## src/rtl/ccf_pkg.sv

```systemverilog
package ccf_pkg;
  localparam int DATA_W  = 64;
  localparam int FLAG_W  = 18;
  localparam int NUM_SZ  = 4;

  localparam int POS_CF  = 0;
  localparam int POS_PF  = 2;
  localparam int POS_AF  = 4;
  localparam int POS_ZF  = 6;
  localparam int POS_SF  = 7;
  localparam int POS_OF  = 11;
  localparam int POS_ECF = 16;
  localparam int POS_EZF = 17;

  typedef enum logic [1:0] {
    SZ_BYTE  = 2'd0,
    SZ_HALF  = 2'd1,
    SZ_WORD  = 2'd2,
    SZ_DWORD = 2'd3
  } opsize_e;

  typedef struct packed {
    logic carry;
    logic nib_carry;
    logic zero;
    logic sign;
    logic ovf;
    logic parity;
  } raw_flags_t;

  // carry out of one bit position, rebuilt from the inputs and the sum bit
  function automatic logic carry_bit(input logic a, input logic b, input logic r);
    return (a & b) | ((a | b) & ~r);
  endfunction

  // signed overflow at one bit position
  function automatic logic ovf_bit(input logic a, input logic b, input logic r);
    return ~(a ^ b) & (a ^ r);
  endfunction

  function automatic logic even_ones8(input logic [7:0] v);
    return ~(^v);
  endfunction
endpackage

```

## src/rtl/ccf_operand_prep.sv

```systemverilog
module ccf_operand_prep
  import ccf_pkg::*;
#(
  parameter int DW = DATA_W
) (
  input  logic [1:0]    size_i,
  input  logic          neg_b_i,
  input  logic [DW-1:0] src_a_i,
  input  logic [DW-1:0] src_b_i,
  input  logic [DW-1:0] result_i,
  output logic          a_top_o,
  output logic          b_top_o,
  output logic          r_top_o,
  output logic          r_zero_o,
  output logic [3:0]    a_nib_o,
  output logic [3:0]    b_nib_o,
  output logic [3:0]    r_nib_o,
  output logic [7:0]    r_low_o
);
  logic [DW-1:0] eff_b;
  logic [NUM_SZ-1:0] a_top_v, b_top_v, r_top_v, zero_v;

  assign eff_b = neg_b_i ? (~src_b_i + {{(DW-1){1'b0}}, 1'b1}) : src_b_i;

  for (genvar g = 0; g < NUM_SZ; g++) begin : g_sz
    localparam int W = 8 << g;
    assign a_top_v[g] = src_a_i[W-1];
    assign b_top_v[g] = eff_b[W-1];
    assign r_top_v[g] = result_i[W-1];
    assign zero_v[g]  = (result_i[W-1:0] == '0);
  end

  assign a_top_o  = a_top_v[size_i];
  assign b_top_o  = b_top_v[size_i];
  assign r_top_o  = r_top_v[size_i];
  assign r_zero_o = zero_v[size_i];
  assign a_nib_o  = src_a_i[3:0];
  assign b_nib_o  = eff_b[3:0];
  assign r_nib_o  = result_i[3:0];
  assign r_low_o  = result_i[7:0];
endmodule

```

## src/rtl/ccf_detect.sv

```systemverilog
module ccf_detect
  import ccf_pkg::*;
(
  input  logic       a_top_i,
  input  logic       b_top_i,
  input  logic       r_top_i,
  input  logic       r_zero_i,
  input  logic [3:0] a_nib_i,
  input  logic [3:0] b_nib_i,
  input  logic [3:0] r_nib_i,
  input  logic [7:0] r_low_i,
  output raw_flags_t raw_o
);
  always_comb begin
    raw_o.carry     = carry_bit(a_top_i, b_top_i, r_top_i);
    raw_o.nib_carry = carry_bit(a_nib_i[3], b_nib_i[3], r_nib_i[3]);
    raw_o.zero      = r_zero_i;
    raw_o.sign      = r_top_i;
    raw_o.ovf       = ovf_bit(a_top_i, b_top_i, r_top_i);
    raw_o.parity    = even_ones8(r_low_i);
  end
endmodule

```

## src/rtl/ccf_merge.sv

```systemverilog
module ccf_merge
  import ccf_pkg::*;
#(
  parameter int FW = FLAG_W
) (
  input  logic          clk_i,
  input  logic          rst_ni,
  input  logic          wr_en_i,
  input  logic [FW-1:0] mask_i,
  input  logic [FW-1:0] fresh_i,
  output logic [FW-1:0] flags_o
);
  logic [FW-1:0] next_q;

  assign next_q = (flags_o & ~mask_i) | (fresh_i & mask_i);

  always_ff @(posedge clk_i or negedge rst_ni) begin
    if (!rst_ni)      flags_o <= '0;
    else if (wr_en_i) flags_o <= next_q;
  end

  // no strobe, no change
  a_r2_idle_hold: assert property (@(posedge clk_i) disable iff (!rst_ni)
    !wr_en_i |=> $stable(flags_o));

  // unmasked positions survive a write
  a_r3_unmasked_keep: assert property (@(posedge clk_i) disable iff (!rst_ni)
    wr_en_i |=> ((flags_o & ~$past(mask_i)) == ($past(flags_o) & ~$past(mask_i))));
endmodule

```

## src/rtl/ccflag_gen.sv

```systemverilog
module ccflag_gen
  import ccf_pkg::*;
(
  input  logic              clk_i,
  input  logic              rst_ni,
  input  logic              wr_en_i,
  input  logic [1:0]        size_i,
  input  logic              neg_b_i,
  input  logic [DATA_W-1:0] src_a_i,
  input  logic [DATA_W-1:0] src_b_i,
  input  logic [DATA_W-1:0] result_i,
  input  logic [FLAG_W-1:0] mask_i,
  output logic [FLAG_W-1:0] flags_o
);
  logic       a_top, b_top, r_top, r_zero;
  logic [3:0] a_nib, b_nib, r_nib;
  logic [7:0] r_low;
  raw_flags_t raw;
  logic [FLAG_W-1:0] fresh;

  ccf_operand_prep #(.DW(DATA_W)) prep_i (
    .size_i(size_i), .neg_b_i(neg_b_i), .src_a_i(src_a_i), .src_b_i(src_b_i),
    .result_i(result_i), .a_top_o(a_top), .b_top_o(b_top), .r_top_o(r_top),
    .r_zero_o(r_zero), .a_nib_o(a_nib), .b_nib_o(b_nib), .r_nib_o(r_nib),
    .r_low_o(r_low)
  );

  ccf_detect detect_i (
    .a_top_i(a_top), .b_top_i(b_top), .r_top_i(r_top), .r_zero_i(r_zero),
    .a_nib_i(a_nib), .b_nib_i(b_nib), .r_nib_i(r_nib), .r_low_i(r_low),
    .raw_o(raw)
  );

  always_comb begin
    fresh          = '0;
    fresh[POS_CF]  = raw.carry;
    fresh[POS_PF]  = raw.parity;
    fresh[POS_AF]  = raw.nib_carry;
    fresh[POS_ZF]  = raw.zero;
    fresh[POS_SF]  = raw.sign;
    fresh[POS_OF]  = raw.ovf;
    fresh[POS_ECF] = raw.carry;
    fresh[POS_EZF] = raw.zero;
  end

  ccf_merge #(.FW(FLAG_W)) merge_i (
    .clk_i(clk_i), .rst_ni(rst_ni), .wr_en_i(wr_en_i), .mask_i(mask_i),
    .fresh_i(fresh), .flags_o(flags_o)
  );

  // shadow carry tracks carry when both are written
  a_r9_ecf_match: assert property (@(posedge clk_i) disable iff (!rst_ni)
    (wr_en_i && mask_i[POS_CF] && mask_i[POS_ECF]) |=> (flags_o[POS_CF] == flags_o[POS_ECF]));

  // shadow zero tracks zero when both are written
  a_r9_ezf_match: assert property (@(posedge clk_i) disable iff (!rst_ni)
    (wr_en_i && mask_i[POS_ZF] && mask_i[POS_EZF]) |=> (flags_o[POS_ZF] == flags_o[POS_EZF]));

  // a zero result never carries a sign
  a_r6_zero_unsigned: assert property (@(posedge clk_i) disable iff (!rst_ni)
    (wr_en_i && mask_i[POS_ZF] && mask_i[POS_SF]) |=> !(flags_o[POS_ZF] && flags_o[POS_SF]));
endmodule

```

## config.mk

```make
export PLATFORM = sky130hd
export DESIGN_NAME = ccflag_gen
export DESIGN_NICKNAME = d
export VERILOG_FILES = /design/src/rtl/ccf_pkg.sv /design/src/rtl/ccf_operand_prep.sv /design/src/rtl/ccf_detect.sv /design/src/rtl/ccf_merge.sv /design/src/rtl/ccflag_gen.sv
export SDC_FILE = /design/constraint.sdc
export NUM_CORES = 1
export LEC_CHECK = 0
export CAP_MARGIN = 20
export CORE_AREA = 2 2 89 91
export CTS_CLUSTER_DIAMETER = 200
export CTS_CLUSTER_SIZE = 30
export DETAILED_ROUTE_END_ITERATION = 7
export DIE_AREA = 0 0 91 93
export PLACE_DENSITY = 0.74
export SLEW_MARGIN = 10
export SYNTH_ARGS = -nofsm -noshare
export SYNTH_HDL_FRONTEND = slang
export SYNTH_HIERARCHICAL = 1
export SYNTH_SLANG_ARGS = --single-unit
```

## constraint.sdc

```tcl
create_clock -name clk_i -period 1.15 [get_ports clk_i]
set_input_delay 0.1725 -clock clk_i [delete_from_list [all_inputs] [get_ports clk_i]]
set_output_delay 0.1725 -clock clk_i [all_outputs]
set_load 0.1 [all_outputs]
```

; ---- Yosys cells after proc, flatten, opt, wreduce, memory -nomap -nowiden
; Index checks and enable logic that the tools add are counted.
[classes]
n_addsub = 1
magnitude_cmp = 1
n_mux = 9
bitwise_logic = 20
reduce_logical = 5
[ops]
columns = operator, count
row1 = "64-bit by 1-bit adder with 64-bit output, second input constant", 1
row2 = 64-bit zero test, 1
row3 = 64-bit two-way mux, 1
row4 = 64-bit NOT, 1
row5 = 18-bit AND, 2
row6 = 32-bit zero test, 1
row7 = 18-bit NOT, 1
row8 = 18-bit bitwise OR, 1
row9 = 16-bit zero test, 1
row10 = 1-bit binary-select mux with 2-bit select, 4
row11 = 8-bit zero test, 1
row12 = 8-bit parity, 1
row13 = 1-bit AND, 5
row14 = 1-bit two-way mux, 4
row15 = 1-bit NOT, 4
row16 = 1-bit bitwise OR, 4
row17 = "2-bit by 3-bit < comparator with 1-bit output, second input constant", 1
row18 = 1-bit XOR, 2
[totals]
reg_bits = 18
in_bits = 216
out_inout_bits = 18

; ---- Depth between registers and ports, before layout
[logic_depth]
ltp_word = 10
depth_mapped = 10
ltp_nobuf = 10

; ---- Hierarchy
; Netlist, hierarchy kept.
[by_module_without_submodules]
columns = module, n_inst, cells_each, area_each_um2, seq_area_each_um2
row1 = ccf_merge, 1, 56, 789.5, 450.4
row2 = ccf_operand_prep, 1, 85, 609.3, 0.0
row3 = ccf_detect, 1, 18, 142.6, 0.0
row4 = ccflag_gen, 1, 1, 3.8, 0.0

; ---- Worst setup path after synthesis
; OpenSTA, ideal clock, no wires.
[synth_timing]
kind = input to register
startpoint = input src_b_i[3]
endpoint = register (tool-made name)
setup_time_ns = 0.126
arrival_ns = 1.912
setup_slack_ns = -0.888
cell_stages = 9
path_buffers = 0
cell_sequence = nor4_2 -> nand4_1 -> o41ai_2 -> xor2_1 -> nand3_1 -> o211a_1 -> ha_1 -> o21bai_1 -> mux2_2
[synth_rtl]
columns = element, line_no
row1 = from (decl), ccflag_gen.sv:10  ; input logic [DATA_W-1:0] src_b_i,

==> out/qor.txt <==
Status -> complete, but fails checks
Failing checks -> negative setup slack
Final setup vio count -> 5
Final instance area -> 3720 um2
R2R Setup Slk -> 0.34 ns
First drt pass iteration count -> 4
Vias/cell -> 4.31
Antenna violations before repair -> 0
Critical path fanouts, max -> 2
DP Wirelength -> 5.83 mm
CP cell instances -> buf_6 > nor4_4 > nand4_1 > buf_4 > o21ai_1 > xor2_1 > mux2i_1 > o211a_1 > ha_2 > o21bai_4 > mux2_4
Leak -> 1.60 nW
TritonCTS clock tree -> yes
Final slew viol count -> 0
Tmin final -> 2.00 ns
Area Overhead vs Synth -> 157%
Syn avg cell area -> 9.92 um2
Port Buffers -> 174
Vias -> 1911
Io pins -> 234
Setup WS pre-CTS -> -1.46 ns
Placeable Area -> 7530 um2
Syn Std Cell Area -> 1450 um2
Placed insts -> 436
Largest net degree at the start of global routing -> 19
# DRC -> 0
CTS Hold Bufs -> 0
Req. time, crit path -> 1.29 ns
Clock sinks -> 18
Worst IR drop on VDD -> 0.457 mV
Final period util -> 1.74
Fmax -> 0.500 GHz
H-tree Lvls -> 1
Critical Path Max Stage Delay -> 0.27 ns
Cells after synthesis -> 146
Sum of negative setup slack -> -2.56 ns
Critical path class -> input pin to register
Vias in the first global route -> 2150
Crit start category -> input pin
Die Ht -> 93 um
Die width -> 91 um
Initial Util -> 0.192
Clk slew on worst S/H paths -> 0.07 ns
Hold Slack -> 0.253 ns
Fin nets -> 560
PnR worst setup slack -> -0.852 ns
First-pass GRT wire length -> 9.88 mm
Total track usage -> 0.147
Insertion delay to the later sink of the worst-skew pair -> 0.25 ns
Warnings from Yosys -> 6
CP Capture Type -> register
Final Skew -> 0 ns
Number of DRC markers in iteration 0 -> 15
Finished Layout Cells -> 443
Clk buf depth -> 2
CTS buffer count -> 3
Post-route ant nets -> 0
Std-Cell Rows -> 32
Antenna cells -> 0
CP max-delay cell -> nor4_4
Max Cap Viol -> 0
Critical Path AT -> 2.14 ns
Layout cells sized above 1 -> 0.551
Placed cell area -> 3740 um2
RSZ-0062 raised after global routing -> yes
GP Congestion -> 0.702
R2R depth -> 1
Wire per inst -> 14.9 um
Hold Path Class -> input pin to async pin
CTS Root Cell -> clkbuf_8
GRT Residual Overflow -> 0
Pwr Density -> 990 nW/um2
Fin. Hold Viols -> 0
Routed WL -> 6.59 mm
Die Area -> 8460 um2
[power by group]
part           internal (W)  total [W]  switching [W]  leakage (nW)
combinational       0.00106    0.00229        0.00123          1.37
sequential         0.000763   0.000887       0.000124         0.200
clock              0.000304   0.000510       0.000206        0.0288
[worst max path at each step]
stage | from | end | cells after the start
2_1_floorplan | src_b_i[28] | register | 9
3_3_place_gp | src_b_i[15] | register | 10
3_5_place_dp | src_b_i[15] | register | 10
4_1_cts | src_b_i[23] | register | 10
5_1_grt | src_b_i[5] | register | 10
6_report | src_b_i[5] | register | 11
[through the flow]
step	utilization	total power (W)
finish	0.494	0.00368
global route	0.494	0.00384
CTS	0.501	0.00373
detailed placement	0.497	0.00327
global placement	0.497	0.00324
floorplan	-	0.00203
[worst max-delay path, delay by kind of cell]
family	cells	cell delay [ns]
fa+ha+maj	1	0.17
compound gates	3	0.53
xor+xnor	1	0.16
buf+inv	2	0.27
simple gates	2	0.46
mux	2	0.36
[cells in the final DEF (no fill, tap or decap), types with 5 or more instances in the layout]
master	instances
clkbuf_2	20
buf_12	18
clkdlybuf4s50_1	26
mux2_2	5
dlygate4sd2_1	26
buf_4	20
mux2_4	13
conb_1	10
buf_2	34
clkdlybuf4s15_1	34
nor4_2	17
dfrtp_2	15
nor4_4	12
xnor2_1	8
nand2_1	19
nand4_1	7
buf_6	12
[per-layer routing]
layer,share of wire,up-vias,GRT usage
li1,-,922,-
met4,0.0068,0,0.0290
met5,0,-,0
met1,0.34,882,0.148
met2,0.58,101,0.309
met3,0.071,6,0.0290
[timing repair]
item | in CTS | in global routing
cloned | 0 | 0
gates resized for setup | 339 | 47
pin swaps | 52 | 28
setup buffers | 2 | 2
setup endpoints to repair | 8 | 7
[area by class of cell]
type	instances	area, um2
Timing Repair Buffer	196	1820
Clock buffer	4	55.1
Inverter	3	11.3
Sequential cell	18	469
Fill cell	731	3810
Multi-Input combinational cell	120	1240
Tap cell	102	128
Power figures use the tool's default switching activity.
